$ cat src/rtl/bp_pkg.sv
package bp_pkg;

   typedef enum logic [2:0] {
      CLS_OTHER = 3'd0,
      CLS_COND  = 3'd1,
      CLS_JUMP  = 3'd2,
      CLS_CALL  = 3'd3,
      CLS_RET   = 3'd4
   } instr_cls_e;

   localparam int POL_ALWAYS = 0;
   localparam int POL_NEVER  = 1;
   localparam int POL_BACKWD = 2;

endpackage

$ cat src/rtl/bp_policy.sv
module bp_policy
   import bp_pkg::*;
#(
   parameter int PC_W   = 16,
   parameter int POLICY = POL_BACKWD
) (
   input  logic [2:0]      cls,
   input  logic [PC_W-1:0] cur_pc,
   input  logic [PC_W-1:0] target,
   output logic            is_cond,
   output logic            take
);

   logic uncond;
   logic cond_take;

   assign uncond  = (cls == CLS_JUMP) || (cls == CLS_CALL) || (cls == CLS_RET);
   assign is_cond = (cls == CLS_COND);

   generate
      if (POLICY == POL_ALWAYS) begin : g_always
         assign cond_take = 1'b1;
      end else if (POLICY == POL_NEVER) begin : g_never
         assign cond_take = 1'b0;
      end else begin : g_backwd
         assign cond_take = (target <= cur_pc);
      end
   endgenerate

   assign take = uncond || (is_cond && cond_take);

endmodule

$ cat src/rtl/bp_track.sv
module bp_track #(
   parameter int PC_W   = 16,
   parameter int STAGES = 2
) (
   input  logic            clk,
   input  logic            rst,
   input  logic            push,
   input  logic            push_pred,
   input  logic [PC_W-1:0] push_alt,
   input  logic            flush,
   output logic            head_valid,
   output logic            head_pred,
   output logic [PC_W-1:0] head_alt
);

   localparam int LAST = STAGES - 1;

   logic            vld [STAGES];
   logic            prd [STAGES];
   logic [PC_W-1:0] alt [STAGES];

   generate
      for (genvar s = 0; s < STAGES; s++) begin : g_stage
         if (s == 0) begin : g_entry
            always_ff @(posedge clk) begin
               if (rst) begin
                  vld[s] <= 1'b0;
                  prd[s] <= 1'b0;
                  alt[s] <= '0;
               end else begin
                  vld[s] <= push && !flush;
                  prd[s] <= push_pred;
                  alt[s] <= push_alt;
               end
            end
         end else begin : g_shift
            always_ff @(posedge clk) begin
               if (rst) begin
                  vld[s] <= 1'b0;
                  prd[s] <= 1'b0;
                  alt[s] <= '0;
               end else begin
                  vld[s] <= vld[s-1] && !flush;
                  prd[s] <= prd[s-1];
                  alt[s] <= alt[s-1];
               end
            end
         end
      end
   endgenerate

   assign head_valid = vld[LAST];
   assign head_pred  = prd[LAST];
   assign head_alt   = alt[LAST];

endmodule

$ cat src/rtl/nextpc_predictor.sv
module nextpc_predictor
   import bp_pkg::*;
#(
   parameter int PC_W     = 16,
   parameter int POLICY   = POL_BACKWD,
   parameter int EX_DEPTH = 2
) (
   input  logic            clk,
   input  logic            rst,
   input  logic [2:0]      fetch_cls,
   input  logic [PC_W-1:0] fetch_target,
   input  logic [PC_W-1:0] fetch_fallthru,
   input  logic            ex_taken,
   output logic [PC_W-1:0] pc,
   output logic            resolve_req,
   output logic            mispredict,
   output logic [PC_W-1:0] redirect_pc
);

   generate
      if (PC_W < 2) begin : g_bad_width
         $error("nextpc_predictor: PC_W must be at least 2");
      end
      if (POLICY < POL_ALWAYS || POLICY > POL_BACKWD) begin : g_bad_policy
         $error("nextpc_predictor: POLICY must be 0, 1 or 2");
      end
      if (EX_DEPTH < 1) begin : g_bad_depth
         $error("nextpc_predictor: EX_DEPTH must be at least 1");
      end
   endgenerate

   logic            take;
   logic            is_cond;
   logic [PC_W-1:0] pred_next;
   logic [PC_W-1:0] other_path;
   logic            head_valid;
   logic            head_pred;
   logic [PC_W-1:0] head_alt;
   logic [PC_W-1:0] pc_q;

   bp_policy #(.PC_W(PC_W), .POLICY(POLICY)) u_policy (
      .cls     (fetch_cls),
      .cur_pc  (pc_q),
      .target  (fetch_target),
      .is_cond (is_cond),
      .take    (take)
   );

   assign pred_next  = take ? fetch_target   : fetch_fallthru;
   assign other_path = take ? fetch_fallthru : fetch_target;

   bp_track #(.PC_W(PC_W), .STAGES(EX_DEPTH)) u_track (
      .clk        (clk),
      .rst        (rst),
      .push       (is_cond),
      .push_pred  (take),
      .push_alt   (other_path),
      .flush      (mispredict),
      .head_valid (head_valid),
      .head_pred  (head_pred),
      .head_alt   (head_alt)
   );

   assign resolve_req = head_valid;
   assign mispredict  = head_valid && (ex_taken != head_pred);
   assign redirect_pc = head_alt;

   always_ff @(posedge clk) begin
      if (rst)             pc_q <= '0;
      else if (mispredict) pc_q <= head_alt;
      else                 pc_q <= pred_next;
   end

   assign pc = pc_q;

endmodule

$ cat config.mk
export PLATFORM = sky130hd
export DESIGN_NAME = nextpc_predictor
export DESIGN_NICKNAME = d
export VERILOG_FILES = /design/src/rtl/bp_pkg.sv /design/src/rtl/bp_policy.sv /design/src/rtl/bp_track.sv /design/src/rtl/nextpc_predictor.sv
export SDC_FILE = /design/constraint.sdc
export NUM_CORES = 1
export LEC_CHECK = 0
export BUFFER_PORTS_ARGS = -buffer_cell sky130_fd_sc_hd__buf_2
export CORE_UTILIZATION = 30
export DETAILED_ROUTE_END_ITERATION = 7
export PLACE_DENSITY = 0.52
export SYNTH_ARGS = -nofsm -noshare
export SYNTH_HDL_FRONTEND = slang
export SYNTH_SLANG_ARGS = --single-unit
$ cat constraint.sdc
create_clock -name clk -period 2.7 [get_ports clk]
set_input_delay 0.405 -clock clk [delete_from_list [all_inputs] [get_ports clk]]
set_output_delay 0.405 -clock clk [all_outputs]
set_load 0.01 [all_outputs]
==> impl_metrics.ini, run 1 <==
[run_status]
status = complete, no violations

[clock_network]
clk_path_buf_depth = 2
clk_pin_slew_ns = 0.09
cts_resized = 0
cts_buffers = 5
cts_htree_levels = 2
cts_tree = done
hold_buffers = 0
clock-sinks = 52
cts_root_buf = clkbuf_8
clock_latency_ns = 0.30
post_cts_buffers = 0

[timing]
worst_pin_slew_ns = 0.945
fmax_ghz = 0.402
finalSetupTns_ns = 0
setup_viol = 0
finalHoldViolations = 0
period_share_pct = 92.1
finClkSkew_ns = 0.00637
maxSlewViolCount = 0
slew-limit-headroom_pct = 37.0
period_needed_ns = 2.49
rsz0062_at_grt = false

[logic_synthesis]
synth-edff-count = 0
synth_top_area_cell = dfxtp_1
synth_area_leaders = dfxtp_1 46%, mux2i_1 14%, ha_1 8.8%
synth_top_flop_cell = dfxtp_1
netlist_instances = 230
syn_area_per_cell_um2 = 9.93
ys_seq_area_share_pct = 45.6
yosysTopAreaCellShare_pct = 45.6
synthesis.nets = 284
synthArstFlopShare_pct = 0
ys_seq_elements = 52
yosysWarningCount = 0
synth.cell_area_um2 = 2280
yosysUniqueCellTypes = 25

[grt]
antenna_found_initial = 0
grt_max_degree = 53
first_global_vias = 1624
grt.overflow.total = 0
gr-usage-all-layers_pct = 12.7
grt_pass1_wl_um = 7540

[placed_design]
placed_area_um2 = 2710
gp_congestion = 0.736
io_buffers = 71
dp_hpwl_um = 3590
dp_cells = 391

[critical_path]
crit_path_end = pc[0]
arrival_ns = 2.70
startpoint = pc[7]
reg2regPathDepth = 9
path_class = flop to flop
cp-end-kind = flop
crit_fanout = 22
cp.required_ns = 2.91
reg2reg_setup_slack_ns = 0.21
r2r-end = pc[0]
r2r-start = pc[7]
startpoint_type = flop

[power_and_ir_drop]
clkPwrFrac_pct = 29.7
p_leak_nw = 1.42
p_per_area_nw_per_um2 = 571
internal-power_mw = 1.19
sw_frac_of_total_pct = 26.0
seqPwrFrac_pct = 52.5
ir_drop_mv = 0.254
p_switching_uw = 416
power_mw = 1.60
pwr-share-comb_pct = 17.9

[drt]
drtIter0Drc = 46
drc = 0
via_per_inst = 4.42
num_vias = 1758
drt-total-wl_um = 4820
drtAntennaViolNets = 0
routedWlPerCell_um = 12.1
firstDrtPassIters = 4

[floorplanning]
start_util_pct = 31.3
die_x_um = 89.2
core_area_um2 = 7290
dieArea_um2 = 7960
rows = 31
fp.dieH_um = 89.2
num_io_pins = 72

[layout]
nNetsFinal = 353
regArea_um2 = 1040
num-fill-cells = 778
diodes = 0
stdcell_area_um2 = 2810
instances_no_fill = 398
layout-drive-gt1-share_pct = 28.8
area_growth_pct = 22.8
multiInputGateArea_um2 = 1080

[worst_hold_path]
hold_path.class = input port to flop

[run]
drv_cap = 0
[flip-flops by register name, summed over array words and instances (netlist names)]
register and cells:
pc 16, u_track.vld 2, u_track.alt 32, u_track.prd 2
[synthesized netlist by cell type, types with 2 or more instances]
master    count
buf_6         2
a21oi_1       7
ha_1         16
dfxtp_1      52
nor2b_1      18
nor3_1        3
buf_12        2
nor2_1       36
inv_1        17
a211oi_1     16
nand2_1       6
clkbuf_1      9
nand4_1       2
mux2i_1      33
[stage by stage]
| stage | hold slack (ns) | setup WS [ns] | util (%) |
|---|---|---|---|
| global placement | 0.416 | 0.0866 | 37.1 |
| global route | 0.342 | 0.0702 | 38.5 |
| detailed placement | 0.422 | 0.0433 | 37.1 |
| finish | 0.349 | 0.212 | 38.5 |
| CTS | 0.337 | 0.188 | 38.5 |
| floorplan | 0.414 | 0.322 | - |
[worst max-delay path, cell delays in order, from the launching register on]
cell	delay, ns
dfxtp_1	0.34
inv_1	0.05
ha_1	0.30
nand4_1	0.12
or4_4	0.56
o31a_1	0.25
o21a_2	0.19
buf_12	0.20
mux2i_1	0.13
a211oi_1	0.24
[cell usage in the layout, fill, tap and decap left out, drive strengths merged]
| cell | netlist | routed |
|---|---|---|
| o211ai | 1 | 1 |
| o21a | 1 | 1 |
| nand2 | 6 | 6 |
| a211oi | 16 | 16 |
| a2111o | 1 | 1 |
| inv | 17 | 17 |
| nor2 | 36 | 36 |
| mux2i | 33 | 33 |
| a21oi | 8 | 8 |
| o31a | 1 | 1 |
| nor2b | 18 | 18 |
| clkbuf | 9 | 7 |
| o2111ai | 1 | 1 |
| buf | 4 | 75 |
| ha | 16 | 16 |
| dfxtp | 52 | 52 |
| nor3 | 3 | 3 |
| nor3b | 1 | 1 |
| or4 | 1 | 1 |
| nand4 | 3 | 3 |
| xor2 | 1 | 1 |
| o21ai | 1 | 1 |
[kinds of logic after synthesis]
group	synth area share, %
adders and majority gates	8.77
DFF	45.6
xor gates and xnor gates	0.384
AOI/OAI and AO/OA	9.37
and+or+nand+nor	14.4
muxes	14.5
buffers and inverters	7.01
[how the worst min path moves through the flow]
stage | start | end | slack, ns | depth (start not counted)
global placement | u_track.alt[0][12] | u_track.alt[1][12] | 0.42 | 1
floorplan | u_track.alt[0][0] | u_track.alt[1][0] | 0.41 | 1
CTS | fetch_fallthru[3] | u_track.alt[0][3] | 0.34 | 3
global route | fetch_fallthru[14] | u_track.alt[0][14] | 0.34 | 3
finish | fetch_fallthru[3] | u_track.alt[0][3] | 0.35 | 3
detailed placement | u_track.alt[0][10] | u_track.alt[1][10] | 0.42 | 1
[power groups by stage]
stage / clock network, mW / registers (mW) / logic, mW
2_1_floorplan: 0 / 0.871 / 0.180
3_3_place_gp: 0 / 0.859 / 0.288
3_5_place_dp: 0 / 0.859 / 0.289
4_1_cts: 0.498 / 0.841 / 0.291
5_1_grt: 0.523 / 0.847 / 0.326
6_report: 0.476 / 0.840 / 0.286
[final cells by class]
| class | count | share of cell area (%) |
|---|---|---|
| multi-input cells | 148 | 38.6 |
| flip-flops and latches | 52 | 37.1 |
| repair buffers | 75 | 14.2 |
| well taps | 99 | 4.42 |
| clock buffers | 7 | 3.43 |
| inverters | 17 | 2.27 |
[per-layer routing]
metal  track usage [%]  wire (um)  part of all wire [%]
met3              3.42        303                   6.3
met4              4.33         42                  0.87
met5                 0          0                     0
met1              17.9       2510                    52
met2              18.6       1970                    41
(Power assumes the default switching activity.)
==> inputs of run 2 (changes only) <==
Settings changed: ABC_AREA set to 1, PLACE_DENSITY 0.52 to 0.51.
==> run 2 against run 1 <==
Cell count up 30%. Clock skew increased by 0.0042 ns. Sequential power rose by 1%. Largest power group unchanged. Cell area rose by 6.6%. Hold slack worse by 0.044 ns. Flip-flop and latch count unchanged. Worst setup slack improved by 0.31 ns. Synthesized area grew 8.4%. Highest routed layer unchanged. Count of clock-buffer cells in the layout is 1 lower. Die area is 8.2% higher.
==> impl_metrics.ini, run 2 <==
[run]
drv_cap = 0

[layout]
largest_register = u_track.alt
largest_reg_flops = 32
regArea_um2 = 1040
diodes = 0
num-fill-cells = 909
area_growth_pct = 20.8
final_cell_mix = 89 x nor2_1, 71 x buf_2, 56 x inv_1, 52 x dfxtp_1, 37 x nand2_1
final_common_cell = nor2_1
final_util_pct = 38.1
multiInputGateArea_um2 = 1110
nNetsFinal = 470
layout-drive-gt1-share_pct = 20.9

[clock_network]
clk_path_buf_depth = 2
clk_pin_slew_ns = 0.10
cts_resized = 0
clock_latency_ns = 0.31
cts_htree_levels = 2
clock-sinks = 52
cts_root_buf = clkbuf_8
cts_buffers = 5
post_cts_buffers = 0
hold_buffers = 0
cts_tree = done

[grt]
grt_max_degree = 34
grt.overflow.total = 0
gr-usage-all-layers_pct = 14.8
first_global_vias = 2093
grt_pass1_wl_um = 9910
antenna_found_initial = 0

[logic_synthesis]
synthMuxAreaShare_pct = 0
syn_area_per_cell_um2 = 7.05
synth.cell_area_um2 = 2470
yosysUniqueCellTypes = 24
synthesis.nets = 405
synthArstFlopShare_pct = 0
yosysWarningCount = 0
synth-edff-count = 0
synthTopCellsByCount = 89 x nor2_1, 56 x inv_1, 52 x dfxtp_1
synth_top_flop_cell = dfxtp_1
yosysMostFrequentCell = nor2_1
synth_top_area_cell = dfxtp_1
synth_area_leaders = dfxtp_1 42%, nor2_1 13%, inv_1 8.5%
synth_compound_area_share_pct = 11.8
ys_seq_elements = 52
post_synth_and_or_nand_nor_area_fraction_pct = 25.1
ys_seq_area_share_pct = 42.1
yosys.area_share.xor_xnor_pct = 0
netlist_instances = 351
yosysTopAreaCellShare_pct = 42.1
synth_top_family_by_area = simple AND/OR/NAND/NOR gates
synth_adder_area_share_pct = 8.09

[critical_path]
critical-path-max-stage-delay_ns = 0.34
cpMaxStageDelayCell = dfxtp_1
r2r-start = pc[15]
cp-end-kind = flop
path_class = flop to flop
cp.required_ns = 2.95
critPathTopFamily = simple AND/OR/NAND/NOR gates
crit_chain = inv_1, ha_1, nand2_1, nor2_2, nand4_1, clkinv_1, nand2_1, nand2_1, nand2_2, nand2_4, nand2_4, inv_6, nor2_1, nor2_1
cp_num_buf_inv = 3
crit_fanout = 33
r2r-end = u_track.alt[0][8]
arrival_ns = 2.43
reg2reg_setup_slack_ns = 0.52
critPathMostFrequentCell = nand2_1
reg2regPathDepth = 14
startpoint_type = flop

[floorplanning]
num_io_pins = 72
rows = 32
start_util_pct = 31.5
core_area_um2 = 7850
fp.dieH_um = 92.8
dieArea_um2 = 8620
die_x_um = 92.8

[timing]
period_needed_ns = 2.18
setup_viol = 0
finalHoldViolations = 0
maxSlewViolCount = 0
period_share_pct = 80.7
rsz0062_at_grt = false
worst_pin_slew_ns = 0.910
finClkSkew_ns = 0.0105
fmax_ghz = 0.459
slew-limit-headroom_pct = 39.3
finalSetupTns_ns = 0

[drt]
firstDrtPassIters = 4
num_vias = 2289
drtAntennaViolNets = 0
routedWlPerCell_um = 12.0
drtIter0Drc = 115
drt-total-wl_um = 6210
via_per_inst = 4.41
drc = 0

[placed_design]
dp_hpwl_um = 4270
io_buffers = 71
gp_congestion = 0.761

[power_and_ir_drop]
ir_drop_mv = 0.197
p_per_area_nw_per_um2 = 573
p_leak_nw = 1.61

[worst_hold_path]
whs_path_depth = 2
hp-start = fetch_cls[1]
min_to = u_track.vld[0]
hold_path.class = input port to flop

[run_status]
status = complete, no violations
## run 2: changes by cell type after synthesis, moves of 15 or more
cell / change
nor2_1: +53
inv_1: +39
mux2i_1: -33
nand2_1: +31
o21ai_0: +28
nor2b_1: -18
nand3_1: +17
a211oi_1: -16
a21oi_1: +15
## run 2: routing by layer
metal  GRT usage, %  up-vias  wire length [um]  part of all wire [%]
li1               -     1213                 -                     -
met1           19.1     1000              3080                    50
met2           24.1       65              2680                    43
met3           2.96       11               331                   5.3
met4           5.90        0               120                   1.9
met5              0        -                 0                     0
## run 2: cell type report
cell class | instances | share of cell area, %
inverter | 58 | 7.45
clock buffer | 6 | 2.43
timing repair buffer | 74 | 12.6
tap | 102 | 4.27
clock inverter | 2 | 1.17
sequential | 52 | 34.8
multi-input combinational | 225 | 37.2
## run 2: worst max path at each step
stage | from | endpoint | cells past startpoint
2_1_floorplan | pc[15] | u_track.alt[0][3] | 14
3_3_place_gp | fetch_target[15] | u_track.alt[0][12] | 14
3_5_place_dp | fetch_target[15] | u_track.alt[0][12] | 14
4_1_cts | pc[15] | u_track.alt[0][12] | 14
5_1_grt | pc[11] | u_track.alt[0][4] | 12
6_report | pc[15] | u_track.alt[0][8] | 14
## run 2: power breakdown
group | total [mW] | switching [mW] | leakage (nW) | internal (mW)
logic | 0.322 | 0.195 | 1.13 | 0.127
clock network | 0.543 | 0.267 | 0.0552 | 0.276
registers | 0.848 | 0.0241 | 0.431 | 0.824
## run 2: metrics by stage
step	instances	area, um2	total power [mW]	setup WS [ns]	hold slack (ns)
6_report	519	2990	1.71	0.521	0.305
2_1_floorplan	351	2470	1.08	0.938	0.388
5_1_grt	519	2990	1.81	0.291	0.311
3_3_place_gp	511	2880	1.19	0.371	0.394
3_5_place_dp	511	2880	1.19	0.321	0.392
4_1_cts	519	2990	1.73	0.490	0.300
## run 2: logic make-up after synthesis
kind of cell,Yosys count
flops,52
fa+ha+maj,16
simple gates,152
compound gates,57
buf+inv,74
